<file path="config.mk">
export PLATFORM = sky130hd
export DESIGN_NAME = vga_io_smi_trap
export DESIGN_NICKNAME = d
export VERILOG_FILES = /design/src/rtl/vga_trap_pkg.sv /design/src/rtl/vga_win_decode.sv /design/src/rtl/vga_trap_fsm.sv /design/src/rtl/vga_trap_regs.sv /design/src/rtl/vga_io_smi_trap.sv
export SDC_FILE = /design/constraint.sdc
export NUM_CORES = 1
export LEC_CHECK = 0
export ABC_AREA = 1
export CAP_MARGIN = 25
export CORE_AREA = 2 2 39 41
export CTS_BUF_LIST = sky130_fd_sc_hd__clkbuf_8 sky130_fd_sc_hd__clkbuf_16
export DETAILED_ROUTE_END_ITERATION = 16
export DIE_AREA = 0 0 41 43
export DONT_BUFFER_PORTS = 1
export PLACE_DENSITY = 0.41
export SLEW_MARGIN = 0
export SYNTH_ARGS = -nofsm -noshare
export SYNTH_HDL_FRONTEND = slang
export SYNTH_SLANG_ARGS = --single-unit
export TNS_END_PERCENT = 20
</file>
<file path="constraint.sdc">
create_clock -name clk -period 0.8 [get_ports clk]
set_input_delay 0.08 -clock clk [delete_from_list [all_inputs] [get_ports clk]]
set_output_delay 0.08 -clock clk [all_outputs]
set_load 0.02 [all_outputs]
</file>
<file path="src/rtl/vga_trap_pkg.sv">
package vga_trap_pkg;
    localparam int unsigned NUM_WIN  = 3;
    localparam int unsigned ADDR_W   = 16;
    localparam int unsigned BASE_TAG = 'h03B;

    typedef enum logic [1:0] {
        ST_IDLE = 2'd0,
        ST_FIRE = 2'd1,
        ST_HOLD = 2'd2
    } trap_state_e;
endpackage

</file>
<file path="src/rtl/vga_win_decode.sv">
module vga_win_decode #(
    parameter int unsigned ADDR_W   = 16,
    parameter int unsigned NUM_WIN  = 3,
    parameter int unsigned BASE_TAG = 'h03B
) (
    input  logic [ADDR_W-1:0]  addr,
    output logic [NUM_WIN-1:0] hit
);
    localparam int unsigned TAG_W = ADDR_W - 4;

    for (genvar w = 0; w < NUM_WIN; w++) begin : g_win
        localparam logic [TAG_W-1:0] TAG = TAG_W'(BASE_TAG + w);
        localparam logic [ADDR_W-1:0] LO = {TAG, 4'h0};
        localparam logic [ADDR_W-1:0] HI = {TAG, 4'hF};
        // full-width compare: upper alias bits must be zero too
        assign hit[w] = (addr >= LO) && (addr <= HI);
    end
endmodule

</file>
<file path="src/rtl/vga_trap_fsm.sv">
module vga_trap_fsm
    import vga_trap_pkg::*;
#(
    parameter int unsigned NUM_WIN = 3
) (
    input  logic               clk,
    input  logic               rst_n,
    input  logic               bus_valid,
    input  logic               bus_is_io,
    input  logic [NUM_WIN-1:0] armed_hit,
    output logic               capture,
    output logic               smi_req
);
    trap_state_e state_q, state_d;
    logic        qualify;

    assign qualify = bus_valid && bus_is_io && (|armed_hit);
    assign capture = (state_q == ST_IDLE) && qualify;

    always_ff @(posedge clk) begin
        if (!rst_n) state_q <= ST_IDLE;
        else        state_q <= state_d;
    end

    always_comb begin
        state_d = state_q;
        unique case (state_q)
            ST_IDLE: if (qualify)    state_d = ST_FIRE;
            ST_FIRE: state_d = bus_valid ? ST_HOLD : ST_IDLE;
            ST_HOLD: if (!bus_valid) state_d = ST_IDLE;
            default: state_d = ST_IDLE;
        endcase
    end

    always_comb begin
        smi_req = 1'b0;
        unique case (state_q)
            ST_FIRE: smi_req = 1'b1;
            default: smi_req = 1'b0;
        endcase
    end

    AST_SINGLE_PULSE: assert property (@(posedge clk) disable iff (!rst_n)
        smi_req |=> !smi_req);
    AST_PULSE_HAS_CAUSE: assert property (@(posedge clk) disable iff (!rst_n)
        $rose(smi_req) |-> $past(bus_valid && bus_is_io && (|armed_hit)));
    AST_NO_MEM_TRAP: assert property (@(posedge clk) disable iff (!rst_n)
        (bus_valid && !bus_is_io && state_q == ST_IDLE) |=> !smi_req);
endmodule

</file>
<file path="src/rtl/vga_trap_regs.sv">
module vga_trap_regs #(
    parameter int unsigned NUM_WIN = 3
) (
    input  logic               clk,
    input  logic               rst_n,
    input  logic               cfg_we,
    input  logic               cfg_sel,
    input  logic [NUM_WIN-1:0] cfg_wdata,
    input  logic               capture,
    input  logic [NUM_WIN-1:0] armed_hit,
    output logic [NUM_WIN-1:0] enable_q,
    output logic [NUM_WIN-1:0] status_q
);
    logic [NUM_WIN-1:0] clr_mask;
    logic [NUM_WIN-1:0] set_mask;

    assign clr_mask = (cfg_we && cfg_sel) ? cfg_wdata : '0;
    assign set_mask = capture ? armed_hit : '0;

    always_ff @(posedge clk) begin
        if (!rst_n) begin
            enable_q <= '0;
        end else if (cfg_we && !cfg_sel) begin
            enable_q <= cfg_wdata;
        end
    end

    // set has priority over a simultaneous clear
    always_ff @(posedge clk) begin
        if (!rst_n) status_q <= '0;
        else        status_q <= (status_q & ~clr_mask) | set_mask;
    end

    AST_STATUS_STICKY: assert property (@(posedge clk) disable iff (!rst_n)
        1'b1 |=> ((status_q & $past(status_q & ~clr_mask)) == $past(status_q & ~clr_mask)));
endmodule

</file>
<file path="src/rtl/vga_io_smi_trap.sv">
module vga_io_smi_trap
    import vga_trap_pkg::*;
(
    input  logic              clk,
    input  logic              rst_n,
    input  logic              bus_valid,
    input  logic              bus_is_io,
    input  logic [ADDR_W-1:0] bus_addr,
    input  logic              cfg_we,
    input  logic              cfg_sel,
    input  logic [NUM_WIN-1:0] cfg_wdata,
    output logic              smi_req,
    output logic [NUM_WIN-1:0] trap_enable,
    output logic [NUM_WIN-1:0] trap_status
);
    logic [NUM_WIN-1:0] win_hit;
    logic [NUM_WIN-1:0] armed_hit;
    logic               capture;

    vga_win_decode #(
        .ADDR_W  (ADDR_W),
        .NUM_WIN (NUM_WIN),
        .BASE_TAG(BASE_TAG)
    ) u_decode (
        .addr(bus_addr),
        .hit (win_hit)
    );

    assign armed_hit = win_hit & trap_enable;

    vga_trap_fsm #(.NUM_WIN(NUM_WIN)) u_fsm (
        .clk      (clk),
        .rst_n    (rst_n),
        .bus_valid(bus_valid),
        .bus_is_io(bus_is_io),
        .armed_hit(armed_hit),
        .capture  (capture),
        .smi_req  (smi_req)
    );

    vga_trap_regs #(.NUM_WIN(NUM_WIN)) u_regs (
        .clk      (clk),
        .rst_n    (rst_n),
        .cfg_we   (cfg_we),
        .cfg_sel  (cfg_sel),
        .cfg_wdata(cfg_wdata),
        .capture  (capture),
        .armed_hit(armed_hit),
        .enable_q (trap_enable),
        .status_q (trap_status)
    );

    AST_SMI_HAS_STATUS: assert property (@(posedge clk) disable iff (!rst_n)
        smi_req |-> (trap_status != '0));
endmodule

</file>
Word-level counts from Yosys, hierarchy flattened
Cells that the tools add are included.
- add/subtract/negate cells: 0
- multipliers: 0
- div/mod/pow operators: 0
- order comparisons: 6
- equality and inequality tests: 4
- shift-type cells: 0
- mux-type cells: 7
- bitwise logic cells: 4
- reductions and logical operators: 12
- operators with widths (kind ; number):
    greater-or-equal comparator 16 x 10 -> 1 bit, second input constant ; 3
    less-or-equal comparator 16 x 10 -> 1 bit, second input constant ; 3
    logical AND 1 bit ; 8
    bitwise AND 3 bit ; 2
    2-to-1 mux 2 bit ; 3
    2-to-1 mux 3 bit ; 2
    one-hot mux 2 bit (3 select lines) ; 1
    NOT 3 bit ; 1
    bitwise OR 3 bit ; 1
    OR reduction 3 bit ; 1
    == test 2 x 1 -> 1 bit, second input constant ; 1
    == test 2 bit, second input constant ; 1
    zero test 2 bit ; 1
    inequality test 2 x 1 -> 1 bit, second input constant ; 1
    inequality test 2 bit, second input constant ; 1
    AND reduction 2 bit ; 1
    zero test 1 bit ; 1
    2-to-1 mux 1 bit ; 1
- flip-flop bits (word level): 8
- latch bits: 0
- bits in writable memories: 0
- bits in read-only memories: 0
- word-level logic and storage cells: 36
- memories kept: 0

Depth between registers and ports, before layout
- depth after elaboration: 8
- mapped depth: 6
- gate-level depth less buffers: 6

Cells and area by module
Synthesis repeated with hierarchy kept, for this count alone.
- cell total of the unflattened synthesis: 80
- area total of the unflattened synthesis: 476.7 um2
- modules (own cells, without submodules) (module ; times used ; cells an instance ; area each (um2)):
    vga_trap_regs ; 1 ; 31 ; 227.7
    vga_win_decode ; 1 ; 25 ; 117.6
    vga_trap_fsm ; 1 ; 18 ; 108.9
    vga_io_smi_trap ; 1 ; 6 ; 22.5

Worst setup path before layout
OpenSTA, ideal clock, no wires.
- path kind: register -> register
- start: register u_fsm.state_q[0]
- end: register u_fsm.state_q[1]
- arrival: 0.860 ns
- required time: 0.730 ns
- setup slack: -0.130 ns
- cell stages (with the launch flop): 5
- path buffers: 0
- cell sequence: dfxtp_1 inv_1 nor2_1 nand2_1 a21oi_1
- longest elaborated chain between the ends: 3
- elaborated cells on any way between the ends: 7
- ends and longest elaborated chain (what ; RTL line ; text):
    from (decl) ; vga_trap_fsm.sv:14 ; trap_state_e state_q, state_d;
    from (signal assigned) ; vga_trap_fsm.sv:22 ; else state_q <= state_d;
    == test 2 bit / zero test 2 bit (equally long branches) ; vga_trap_fsm.sv:27 ; unique case (state_q)
    inequality test 2 bit (no line) / inequality test 2 x 1 -> 1 bit (equally long branches) ; - ;
    AND reduction 2 bit (no line) ; - ;
Parallel ways exist; a longest one is shown, timed or not.
A chain may end at the register's enable or synchronous reset.

Final worst setup path
- start: register u_fsm.state_q[1]
- end: output smi_req
- longest elaborated chain between the ends: 2
- ends and longest elaborated chain (what ; RTL line ; text):
    == test 2 x 1 -> 1 bit ; vga_trap_fsm.sv:37 ; unique case (state_q)
    2-to-1 mux 1 bit ; vga_trap_fsm.sv:37 ;
    to (decl) ; vga_io_smi_trap.sv:12 ; output logic smi_req,
Every way passes these cells.

==> flow_metrics.tcl <==
set metrics [dict create \
    start_util_pct 29.7 \
    dp_slack_ns -0.0123 \
    slowest_stage "dfxtp_2" \
    fp.dieW_microns 41 \
    synth_top_cell_area_share_pct 39.0 \
    wl_microns 1070 \
    grt_start_max_net_pins 6 \
    critPathLaunchType "flip-flop" \
    path_delay_family "flip-flops" \
    switching_share_pct 21.8 \
    synth_largest_area_cell "dfxtp_1" \
    ys_seq_elements 8 \
    antennaDiodeCount 0 \
    seqPwrFrac_pct 41.4 \
    slew_viol_final 0 \
    portBuffers 0 \
    hold_path.class "primary input to flip-flop" \
    nFillCells 142 \
    cp_cell_sequence "buf_6 -> nor2_4 -> buf_6" \
    htreeDepth 1 \
    mostFrequentLayoutCell "nor2_1" \
    rsz0062_at_grt "yes" \
    design_area_sq_um 633 \
    core-area_sq_um 1380 \
    synthCells 67 \
    switchingPower_uw 220 \
    crit_type "flip-flop to output port" \
    worstPathRequired_ns 0.72 \
    layout_setup_ws_ns -0.130 \
    syn_area_per_cell_sq_um 6.13 \
    firstDrtPassIters 4 \
    multi_input_area_sq_um 233 \
    drc 0 \
    setup_viol 3 \
    cts-root-buf "clkbuf_8" \
    max_freq_ghz 1.08 \
    fin_tns_setup_ns -0.149 \
    synth_area_sq_um 410 \
    ys_seq_area_share_pct 39.0 \
    violations "negative setup slack" \
    die_h_microns 43 \
    clkTransAtPathRegs_ns 0.04 \
    ys.warnings.count 0 \
    antenna_found_initial 0 \
    grt_first_pass_wirelength_microns 1590 \
    register_area_sq_um 165 \
    whs_path_depth 2 \
    ctsLongestPathBuffers 2 \
    slowest_delay_ns 0.31 \
    synth_nets 92 \
    grt_remaining_overflow 0 \
    power_leakage_nw 0.303 \
    crit_top_cell "buf_6" \
    num_rows 14 \
    cts_sinks 8 \
    maxCapViolations 0 \
    place_area_sq_um 510 \
    grt_pass1_vias 430 \
    drtIter0Drc 3 \
    die-area_sq_um 1760 \
    wl_per_cell_microns 10.7 \
    viasPerCell 4.79 \
    dp_hpwl_microns 765 \
    critPathArrivalTime_ns 0.85 \
    drtAntennaViolNets 0 \
    syn_to_final_growth_pct 54.3 \
    status "finished with violations" \
    end_kind "output port" \
    pwr-share-comb_pct 10.8 \
    internal-power_uw 792 \
    cts_setup_buffers 0 \
    top_layer "met4" \
    cts_tree "built" \
    most-common-layout-cells "nor2_1, nand2_1, nand3_1" \
    numCtsBuffers 3 \
    path_buf_inv 2 \
    fin_crit_sh_pct 116 \
    final_nets 111 \
    wl_met2_microns 489 \
    whs_ns 0.00146 \
    route.met3.wl_microns 122 \
    synthTopCellsByArea "dfxtp_1, nor2_1, nand3_1" \
    ioPinCount 32 \
    r2r_cells 5 \
    finalCriticalPeriod_ns 0.930 \
    max-slew-margin-rel_pct 87.8 \
    crit_cells 3 \
    tightest_slew_ns 0.183 \
    skew_ns 0.00176 \
    synth_cell_types 10 \
    crit_fanout 2 \
    power_mw 1.01 \
    p_per_area_nw_per_um2 1600 \
    grt_usage_pct 13.7 \
    wl_met1_microns 445 \
    place_congestion 0.629 \
    vias 479 \
    vdd_drop_max_v 0.000809 \
    drive_gt1_share_pct 29.8 \
    clockPowerShare_pct 47.7 \
    worstSkewPairLatency_ns 0.23 \
    finalHoldViolCount 0 \
]
## registers in the layout (all words and copies together) (netlist names)
name / count
u_regs.status_q: 3
u_regs.enable_q: 3
u_fsm.state_q: 2
## through the flow
step           utilization [%]  std cells
5_1_grt                   45.8        100
3_3_place_gp              36.9         93
4_1_cts                   44.5        100
2_1_floorplan                -         67
3_5_place_dp              36.9         93
6_report                  45.8        100
## what timing repair did
item                                   CTS  global route
endpoints found under the hold margin    6             0
gates cloned                             0             0
hold buffers                             4             0
gates resized for setup                  7             7
setup endpoints to repair                3            10
pin swaps                                2             1
## Yosys cell counts, drive strengths merged
library cell  instances
o211ai                1
nand3b                1
dfxtp                 8
nand3                11
o21ai                 3
a21oi                 3
nand2                13
nor2                 16
inv                  11
## cells by family after synthesis
family	after synthesis	synth area share, %
AOI/OAI and AO/OA	7	9.14
and+or+nand+nor	41	41.8
buffers and inverters	11	10.1
DFF	8	39.0
## power by group through the flow
stage | sequential (mW) | combinational [mW] | clock (mW)
finish | 0.419 | 0.110 | 0.483
global route | 0.420 | 0.122 | 0.510
CTS | 0.419 | 0.106 | 0.493
detailed placement | 0.426 | 0.0862 | 0
global placement | 0.425 | 0.0862 | 0
floorplan | 0.437 | 0.0434 | 0
## path summary, 6_finish.rpt
| kind | from | end | slack, ns |
|---|---|---|---|
| worst max-delay path | u_fsm.state_q[1] | smi_req | -0.13 |
| worst min-delay path | rst_n | u_regs.status_q[1] | 0.001 |
| worst max register to register | u_fsm.state_q[0] | u_fsm.state_q[0] | -0.01 |
| worst min register to register | u_regs.status_q[1] | u_regs.status_q[1] | 0.47 |
## layer usage
metal	global-route usage, %	up-vias
met1	16.9	206
li1	-	246
met4	10.0	0
met5	0	-
met2	18.4	25
met3	5.24	2
## area by class of cell
cell class / count / share of cell area, %
clock buffers: 3 / 6.52
inverters: 11 / 6.52
multi-input cells: 48 / 36.8
well taps: 16 / 3.16
flip-flops and latches: 8 / 26.1
repair buffers: 14 / 20.9
Power figures use the tool's default switching activity.
